===== src/rtl/adc_seq_pkg.sv =====
package adc_seq_pkg;

  // strobes from control to datapath
  typedef struct packed {
    logic       start;   // begin a transfer (datapath idle)
    logic       wide;    // 1: DATA_W bits, 0: 8 bits
    logic [7:0] txByte;  // byte shifted out MSB first
    logic       latch;   // copy shift register to result
  } seqCtl_t;

  localparam logic [7:0] CMD_SETUP_WR = 8'h10;
  localparam logic [7:0] SETUP_VALUE  = 8'h68;
  localparam logic [7:0] CMD_DATA_RD  = 8'h38;
  localparam logic [7:0] CMD_STAT_RD  = 8'h08;

endpackage


===== src/rtl/adc_seq_shift.sv =====
module adc_seq_shift
  import adc_seq_pkg::*;
#(
  parameter int HALF_DIV = 2,
  parameter int DATA_W   = 16
) (
  input  logic              clk,
  input  logic              rstN,
  input  seqCtl_t           ctl,
  input  logic              adcDout,
  output logic              adcSclk,
  output logic              adcCsN,
  output logic              adcDin,
  output logic              busy,
  output logic              done,
  output logic              statusBit,
  output logic [DATA_W-1:0] result
);

  localparam int CNT_W = (HALF_DIV > 1) ? $clog2(HALF_DIV) : 1;
  localparam int BIT_W = $clog2(DATA_W + 1);
  localparam logic [CNT_W-1:0] HALF_LAST = CNT_W'(HALF_DIV - 1);

  logic [CNT_W-1:0]  halfCnt;
  logic [BIT_W-1:0]  bitsLeft;
  logic [DATA_W-1:0] txShift;
  logic [DATA_W-1:0] rxShift;
  logic              sclkR;
  logic              csNR;
  logic              dinR;
  logic              busyR;
  logic              doneR;
  logic [DATA_W-1:0] resultR;
  logic              tick;

  assign tick = (halfCnt == HALF_LAST);

  always_ff @(posedge clk) begin
    if (!rstN) begin
      halfCnt  <= '0;
      bitsLeft <= '0;
      txShift  <= '0;
      rxShift  <= '0;
      sclkR    <= 1'b1;
      csNR     <= 1'b1;
      dinR     <= 1'b0;
      busyR    <= 1'b0;
      doneR    <= 1'b0;
      resultR  <= '0;
    end else begin
      doneR <= 1'b0;
      if (ctl.latch) resultR <= rxShift;
      if (!busyR) begin
        halfCnt <= '0;
        if (ctl.start) begin
          busyR    <= 1'b1;
          csNR     <= 1'b0;
          txShift  <= {ctl.txByte, {(DATA_W-8){1'b0}}};
          bitsLeft <= ctl.wide ? BIT_W'(DATA_W) : BIT_W'(8);
        end
      end else if (!tick) begin
        halfCnt <= halfCnt + 1'b1;
      end else begin
        halfCnt <= '0;
        if (!sclkR) begin
          // rising edge: capture input, advance output
          sclkR    <= 1'b1;
          rxShift  <= {rxShift[DATA_W-2:0], adcDout};
          txShift  <= {txShift[DATA_W-2:0], 1'b0};
          bitsLeft <= bitsLeft - 1'b1;
        end else if (bitsLeft == '0) begin
          busyR <= 1'b0;
          csNR  <= 1'b1;
          doneR <= 1'b1;
        end else begin
          // falling edge: present next bit
          sclkR <= 1'b0;
          dinR  <= txShift[DATA_W-1];
        end
      end
    end
  end

  assign adcSclk   = sclkR;
  assign adcCsN    = csNR;
  assign adcDin    = dinR;
  assign busy      = busyR;
  assign done      = doneR;
  assign statusBit = rxShift[7];
  assign result    = resultR;

  // clock idles high whenever the device is deselected
  a_r2_idle_high: assert property (@(posedge clk) disable iff (!rstN)
    csNR |-> sclkR);

  // chip select only rises when a transfer completes
  a_r2_cs_rise_done: assert property (@(posedge clk) disable iff (!rstN)
    $rose(csNR) |-> doneR);

  // serial output moves only with a falling clock
  a_r3_din_on_fall: assert property (@(posedge clk) disable iff (!rstN)
    !$stable(dinR) |-> $fell(sclkR));

endmodule


===== src/rtl/adc_seq_ctrl.sv =====
module adc_seq_ctrl
  import adc_seq_pkg::*;
(
  input  logic    clk,
  input  logic    rstN,
  input  logic    pollStatus,
  input  logic    drdyN,
  input  logic    busy,
  input  logic    done,
  input  logic    statusBit,
  output seqCtl_t ctl,
  output logic    resultValid
);

  typedef enum logic [2:0] {
    S_CMD_SETUP, S_WR_SETUP, S_REARM, S_POLL,
    S_CMD_STAT, S_RD_STAT, S_CMD_DATA, S_RD_DATA
  } seqState_t;

  seqState_t state;
  logic      pending;
  logic      drdyMeta;
  logic      drdySync;
  logic      validR;
  logic      isXfer;

  always_comb begin
    ctl    = '0;
    isXfer = 1'b1;
    unique case (state)
      S_CMD_SETUP: ctl.txByte = CMD_SETUP_WR;
      S_WR_SETUP:  ctl.txByte = SETUP_VALUE;
      S_CMD_STAT:  ctl.txByte = CMD_STAT_RD;
      S_RD_STAT:   ctl.txByte = 8'h00;
      S_CMD_DATA:  ctl.txByte = CMD_DATA_RD;
      S_RD_DATA:   ctl.wide   = 1'b1;
      default:     isXfer     = 1'b0;
    endcase
    ctl.start = isXfer && !pending;
    ctl.latch = (state == S_RD_DATA) && pending && done;
  end

  always_ff @(posedge clk) begin
    if (!rstN) begin
      state    <= S_CMD_SETUP;
      pending  <= 1'b0;
      drdyMeta <= 1'b1;
      drdySync <= 1'b1;
      validR   <= 1'b0;
    end else begin
      drdyMeta <= drdyN;
      drdySync <= drdyMeta;
      validR   <= 1'b0;
      if (ctl.start) pending <= 1'b1;
      if (pending && done) begin
        pending <= 1'b0;
        unique case (state)
          S_CMD_SETUP: state <= S_WR_SETUP;
          S_WR_SETUP:  state <= S_POLL;
          S_CMD_STAT:  state <= S_RD_STAT;
          S_RD_STAT:   state <= statusBit ? S_CMD_STAT : S_CMD_DATA;
          S_CMD_DATA:  state <= S_RD_DATA;
          S_RD_DATA: begin
            state  <= S_REARM;
            validR <= 1'b1;
          end
          default:     state <= state;
        endcase
      end else if (state == S_REARM) begin
        if (pollStatus || drdySync) state <= S_POLL;
      end else if (state == S_POLL) begin
        if (pollStatus)     state <= S_CMD_STAT;
        else if (!drdySync) state <= S_CMD_DATA;
      end
    end
  end

  assign resultValid = validR;

  // valid strobe lasts one cycle
  a_r6_valid_single: assert property (@(posedge clk) disable iff (!rstN)
    resultValid |=> !resultValid);

  // a new transfer is only requested from an idle datapath
  a_r2_start_idle: assert property (@(posedge clk) disable iff (!rstN)
    ctl.start |-> !busy);

  // the strobe follows a completed transfer
  a_r6_valid_after_done: assert property (@(posedge clk) disable iff (!rstN)
    $rose(resultValid) |-> $past(done));

endmodule


===== src/rtl/adc_seq_top.sv =====
module adc_seq_top
  import adc_seq_pkg::*;
#(
  parameter int HALF_DIV = 2,
  parameter int DATA_W   = 16
) (
  input  logic              clk,
  input  logic              rstN,
  input  logic              pollStatus,
  input  logic              drdyN,
  input  logic              adcDout,
  output logic              adcSclk,
  output logic              adcCsN,
  output logic              adcDin,
  output logic [DATA_W-1:0] result,
  output logic              resultValid
);

  seqCtl_t ctl;
  logic    busy;
  logic    done;
  logic    statusBit;

  adc_seq_ctrl u_ctrl (
    .clk         (clk),
    .rstN        (rstN),
    .pollStatus  (pollStatus),
    .drdyN       (drdyN),
    .busy        (busy),
    .done        (done),
    .statusBit   (statusBit),
    .ctl         (ctl),
    .resultValid (resultValid)
  );

  adc_seq_shift #(.HALF_DIV(HALF_DIV), .DATA_W(DATA_W)) u_shift (
    .clk       (clk),
    .rstN      (rstN),
    .ctl       (ctl),
    .adcDout   (adcDout),
    .adcSclk   (adcSclk),
    .adcCsN    (adcCsN),
    .adcDin    (adcDin),
    .busy      (busy),
    .done      (done),
    .statusBit (statusBit),
    .result    (result)
  );

endmodule


===== config.mk =====
export PLATFORM = sky130hd
export DESIGN_NAME = adc_seq_top
export DESIGN_NICKNAME = d
export VERILOG_FILES = /design/src/rtl/adc_seq_pkg.sv /design/src/rtl/adc_seq_shift.sv /design/src/rtl/adc_seq_ctrl.sv /design/src/rtl/adc_seq_top.sv
export SDC_FILE = /design/constraint.sdc
export NUM_CORES = 1
export LEC_CHECK = 0
export ABC_AREA = 1
export BUFFER_PORTS_ARGS = -buffer_cell sky130_fd_sc_hd__buf_2
export CORE_MARGIN = 1
export CORE_UTILIZATION = 60
export CTS_BUF_LIST = sky130_fd_sc_hd__clkbuf_8 sky130_fd_sc_hd__clkbuf_16
export CTS_CLUSTER_DIAMETER = 50
export DETAILED_ROUTE_END_ITERATION = 16
export MAX_ROUTING_LAYER = met4
export PLACE_DENSITY = 0.81
export SETUP_SLACK_MARGIN = 0.15
export SLEW_MARGIN = 0
export SYNTH_ARGS = -nofsm -noshare
export SYNTH_HDL_FRONTEND = slang
export SYNTH_HIERARCHICAL = 1
export SYNTH_SLANG_ARGS = --single-unit

===== constraint.sdc =====
create_clock -name clk -period 2.8 [get_ports clk]
set_input_delay 0.14 -clock clk [delete_from_list [all_inputs] [get_ports clk]]
set_output_delay 0.14 -clock clk [all_outputs]
set_load 0.005 [all_outputs]

## After elaboration in Yosys (flattened, before gate mapping)

Cells that the tools add are included.

- $add $sub $neg: 2
- Equality and inequality tests: 14
- Muxes and demuxes: 32
- Bitwise gates (word level): 4
- Reduce and logical (&&, ||, !) cells: 21

Operators with widths:

| operator | number |
|---|---|
| $mux W16 | 4 |
| $pmux W7 S4 | 1 |
| $mux W5 | 5 |
| $mux W3 | 6 |
| $pmux W3 S6 | 1 |
| $reduce_and A4 Y1 | 4 |
| $mux W1 | 14 |
| $eq A3 B3 Y1 const B | 4 |
| $ne A7 B6 Y1 const B | 1 |
| $eq A3 B2 Y1 const B | 2 |
| $reduce_and A3 Y1 | 2 |
| $reduce_or A6 Y1 | 1 |
| $logic_not A5 Y1 | 1 |
| $sub A5 B1 Y5 const B | 1 |
| $logic_and A1 B1 Y1 | 4 |
| $ne A2 B1 Y1 const B | 2 |
| $ne A2 B2 Y1 const B | 2 |
| $ne A4 B4 Y1 const B | 1 |
| $not A1 Y1 | 4 |
| $reduce_and A2 Y1 | 2 |
| $eq A3 B1 Y1 const B | 1 |
| $logic_not A3 Y1 | 1 |
| $ne A3 B2 Y1 const B | 1 |
| $reduce_bool A3 Y1 | 1 |
| other kinds (7) | 7 |

- Register bits after elaboration: 66
- Input bits: 5
- Output and inout bits: 20
- Word-level logic and storage cells: 88

## Longest topological paths before layout

- Depth in word-level cells: 6
- Gate-level depth with buffers: 9

## Modules after synthesis

The synthesis kept the hierarchy.

Modules (own cells, without submodules):

| module | times used | cells each | area an instance (um2) | sequential area each (um2) |
|---|---|---|---|---|
| adc_seq_shift | 1 | 262 | 1951.9 | 1021.0 |
| adc_seq_ctrl | 1 | 70 | 455.4 | 140.1 |

## Worst setup path after synthesis

OpenSTA, ideal clock, no wires.

- Kind: register -> register
- From: register u_ctrl.state[1]
- To: register u_shift.resultR[5], in the netlist u_shift/result[5]
- Arrival time: 1457 ps
- Data required time: 2684 ps
- Path slack: 1228 ps
- Cell stages (with the launch flop): 10
- Buffers on the path: 2
- Cells stage by stage: dfxtp_1 -> buf_4 -> inv_1 -> nor2_1 -> inv_1 -> nor2_1 -> inv_1 -> clkbuf_1 -> nor2_1 -> nor2_1

RTL lines:

| what | line | RTL |
|---|---|---|
| start: declaration | adc_seq_ctrl.sv:20 | `seqState_t state;` |
| start signal: assignment | adc_seq_ctrl.sv:61 | `S_RD_STAT: state <= statusBit ? S_CMD_STAT : S_CMD_DATA;` |
| start signal: assignment | adc_seq_ctrl.sv:67 | `default: state <= state;` |
| end signal: assignment | adc_seq_shift.sv:52 | `if (ctl.latch) resultR <= rxShift;` |
| end: declaration | adc_seq_shift.sv:33 | `logic [DATA_W-1:0] resultR;` |

==> flow_summary.yaml <==
run_status:
  status: "complete, no violations"
routing:
  wl_met1_um: 2310
  vias: 2126
  wl_um: 4810
  wl_met2_um: 2180
  ant_nets: 0
  drt_iter0_markers: 140
  highest_layer: "met4"
  drc: 0
  vias_per_cell: 5.19
  wl_per_cell_um: 11.7
  first_pass_iters: 4
  wl_met3_um: 199
floorplanning:
  die_h_um: 65.3
  rows: 22
  die_area_um2: 4270
  die_w_um: 65.3
  io_pins: 25
  core_area_um2: 3740
  start_util: 0.643
synth:
  synth_area_um2: 2410
  ys_seq_elements: 58
  ys_warn_count: 6
  synth_most_common_cell: "nor2_1"
  synth_cell_type_count: 28
  async_reset_ff_frac: 0
  yosysTopAreaCellShare: 0.482
  synth.area.top_cells: "dfxtp_1, nor2_1, nand2_1"
  synthCells: 332
  syn_area_per_cell_um2: 7.25
  synth_edf_count: 0
  yosys.area.top_type: "dfxtp_1"
  synth_common_cells: "nor2_1, dfxtp_1, nand2_1, o21ai_0, inv_1"
  synth_seq_area_share: 0.482
  ys.flop_type: "dfxtp_1"
critical_path:
  cp_slowest_cell: "dfxtp_1"
  cp_data_required_time_ns: 3.03
  crit_start: "u_ctrl/state[1]"
  cp-start-kind: "flop"
  path_cells: "inv_1 > nor2_1 > inv_1 > nor2_1 > buf_4 > inv_1 > nor2_1 > nor2_1"
  path_common_cell: "nor2_1"
  arrival_ns: 2.05
  r2r_start: "u_ctrl/state[1]"
  endpoint_kind: "flop"
  path_max_fanout: 17
  cpPeakStageDelay_ns: 0.48
  critical_path_class: "flop to flop"
clock_tree:
  clk_pin_slew_ns: 0.06
  cts_root_buf: "clkbuf_8"
  cts_buffers: 9
  clock_path_buffers: 2
  insertion_delay_ns: 0.34
  cts_num_sinks: 58
  cts_setup_buffers: 0
  cts_resized: 0
  ctsHoldBuffers: 1
  htreeDepth: 3
  tritoncts: "built"
power:
  leakage_nw: 1.40
  p_per_area_nw_per_um2: 626
  seqPwrFrac: 0.506
  power.total_mw: 1.71
  vdd_ir_drop_max_mv: 0.442
  p_comb_frac: 0.056
  sw_frac_of_total: 0.234
  p_sw_mw: 0.399
  clkPwrFrac: 0.438
  p_int_mw: 1.31
cells_and_area:
  fin_nets: 363
  stdcell_area_um2: 2730
  diodes: 0
  drive_gt1_frac: 0.169
  final_cells: 410
  areaGrowthSynthToFinish_pct: 13.2
  fill_cells: 328
hold_path:
  hp-start: "adcDout"
  hp-class: "input port to flop"
sta:
  max_freq_mhz: 548
  skew_ns: 0.00848
  fin_crit_ns: 1.83
  setup_tns_ns: 0
  hold_viol_final: 0
  worstMarginPinSlew_ns: 0.511
  rsz0062_at_grt: "false"
  period_share: 0.652
  setup_viol: 0
  slew_viol_final: 0
  timing.slew.headroom: 0.659
placement:
  placedCellCount: 393
  dpl.hpwl_um: 3080
  io_buffers: 24
  placed_cell_area_um2: 2520
  place.gp.congestion: 0.887
grt:
  grt_max_degree: 38
  grt_util_all_layers: 0.260
  antenna_found_initial: 0
  grt_pass1_wl_um: 8150
  first_global_vias: 1855
  overflow: 0
run:
  cap_viol_max_count: 0
[metrics by stage]
| step | hold WS [ns] | utilization | setup slack (ns) |
|---|---|---|---|
| 5_1_grt | 0.0478 | 0.728 | 0.779 |
| 6_report | 0.0277 | 0.728 | 0.975 |
| 2_1_floorplan | 0.247 | - | 1.23 |
| 3_5_place_dp | 0.339 | 0.673 | 1.03 |
| 3_3_place_gp | 0.324 | 0.673 | 1.13 |
| 4_1_cts | 0.0147 | 0.728 | 1.02 |
[cells in the final DEF (no fill, tap or decap)]
| cell | count |
|---|---|
| a21boi_0 | 1 |
| a21oi_2 | 1 |
| nand2_1 | 55 |
| clkbuf_8 | 10 |
| nand3_1 | 12 |
| o21ai_1 | 5 |
| nor2_4 | 2 |
| o22ai_1 | 1 |
| inv_1 | 15 |
| clkinv_4 | 1 |
| buf_2 | 24 |
| nand4_1 | 1 |
| a21oi_1 | 11 |
| clkinv_2 | 4 |
| buf_4 | 2 |
| conb_1 | 4 |
| nor2_1 | 92 |
| nor3_1 | 3 |
| inv_2 | 3 |
| o21ai_0 | 41 |
| dfxtp_1 | 58 |
| bufinv_16 | 1 |
| or2_2 | 2 |
| nand2_4 | 3 |
| ha_1 | 1 |
| nand2_2 | 5 |
| nand3_2 | 2 |
| nor2_2 | 1 |
| dlygate4sd3_1 | 1 |
[flip-flops by register name, indices dropped and copies added (netlist names)]
signal,flops
u_shift/done,1
u_shift/adcSclk,1
u_ctrl/drdySync,1
u_ctrl/state,3
u_ctrl/pending,1
u_shift/result,16
u_shift/bitsLeft,5
u_shift/adcDin,1
u_ctrl/drdyMeta,1
u_shift/rxShift,16
u_shift/adcCsN,1
u_shift/busy,1
u_shift/halfCnt,1
u_shift/txShift,8
u_ctrl/resultValid,1
[worst paths after layout]
kind	endpoint	slack, ns	cells after the start
min	u_shift/rxShift[0]	0.03	3
max reg2reg	u_shift/result[15]	0.97	8
min reg2reg	u_ctrl/drdySync	0.41	1
max	u_shift/result[15]	0.97	8
[kinds of logic after synthesis]
group           count (synthesis)  share of synthesized area
buf+inv                        34                     0.0676
simple gates                  178                      0.315
compound gates                 60                      0.128
other cells                     1                    0.00156
fa+ha+maj                       1                    0.00520
flops                          58                      0.482
[power by group through the flow]
stage | Sequential (mW) | Combinational [mW] | Clock (mW)
after floorplan | 0.875 | 0.0849 | 0
after global placement | 0.882 | 0.0926 | 0
after detailed placement | 0.882 | 0.0937 | 0
after CTS | 0.864 | 0.0952 | 0.764
after global routing | 0.866 | 0.109 | 0.800
final | 0.864 | 0.0962 | 0.747
[final cells by class]
| class | count | area (um2) | share of cell area |
|---|---|---|---|
| timing repair buffer | 27 | 145 | 0.0533 |
| multi-input combinational | 243 | 1090 | 0.402 |
| inverter | 18 | 68.8 | 0.0253 |
| clock inverter | 6 | 57.6 | 0.0211 |
| sequential | 58 | 1160 | 0.426 |
| clock buffer | 10 | 138 | 0.0505 |
| tap | 48 | 60.1 | 0.0220 |
[worst max-delay path, delay by kind of cell, from the launching register on]
kind | cells | cell delay (ns)
buffers and inverters | 4 | 0.67
AND/OR/NAND/NOR | 4 | 0.57
flip-flops | 1 | 0.48
[layer usage]
layer  vias to the layer above  track usage
met5                         -            -
met4                         0        0.147
met3                         9       0.0521
met2                        49        0.394
met1                       970        0.322
li1                       1098            -
Note: power is estimated with default switching activity, not from simulation.
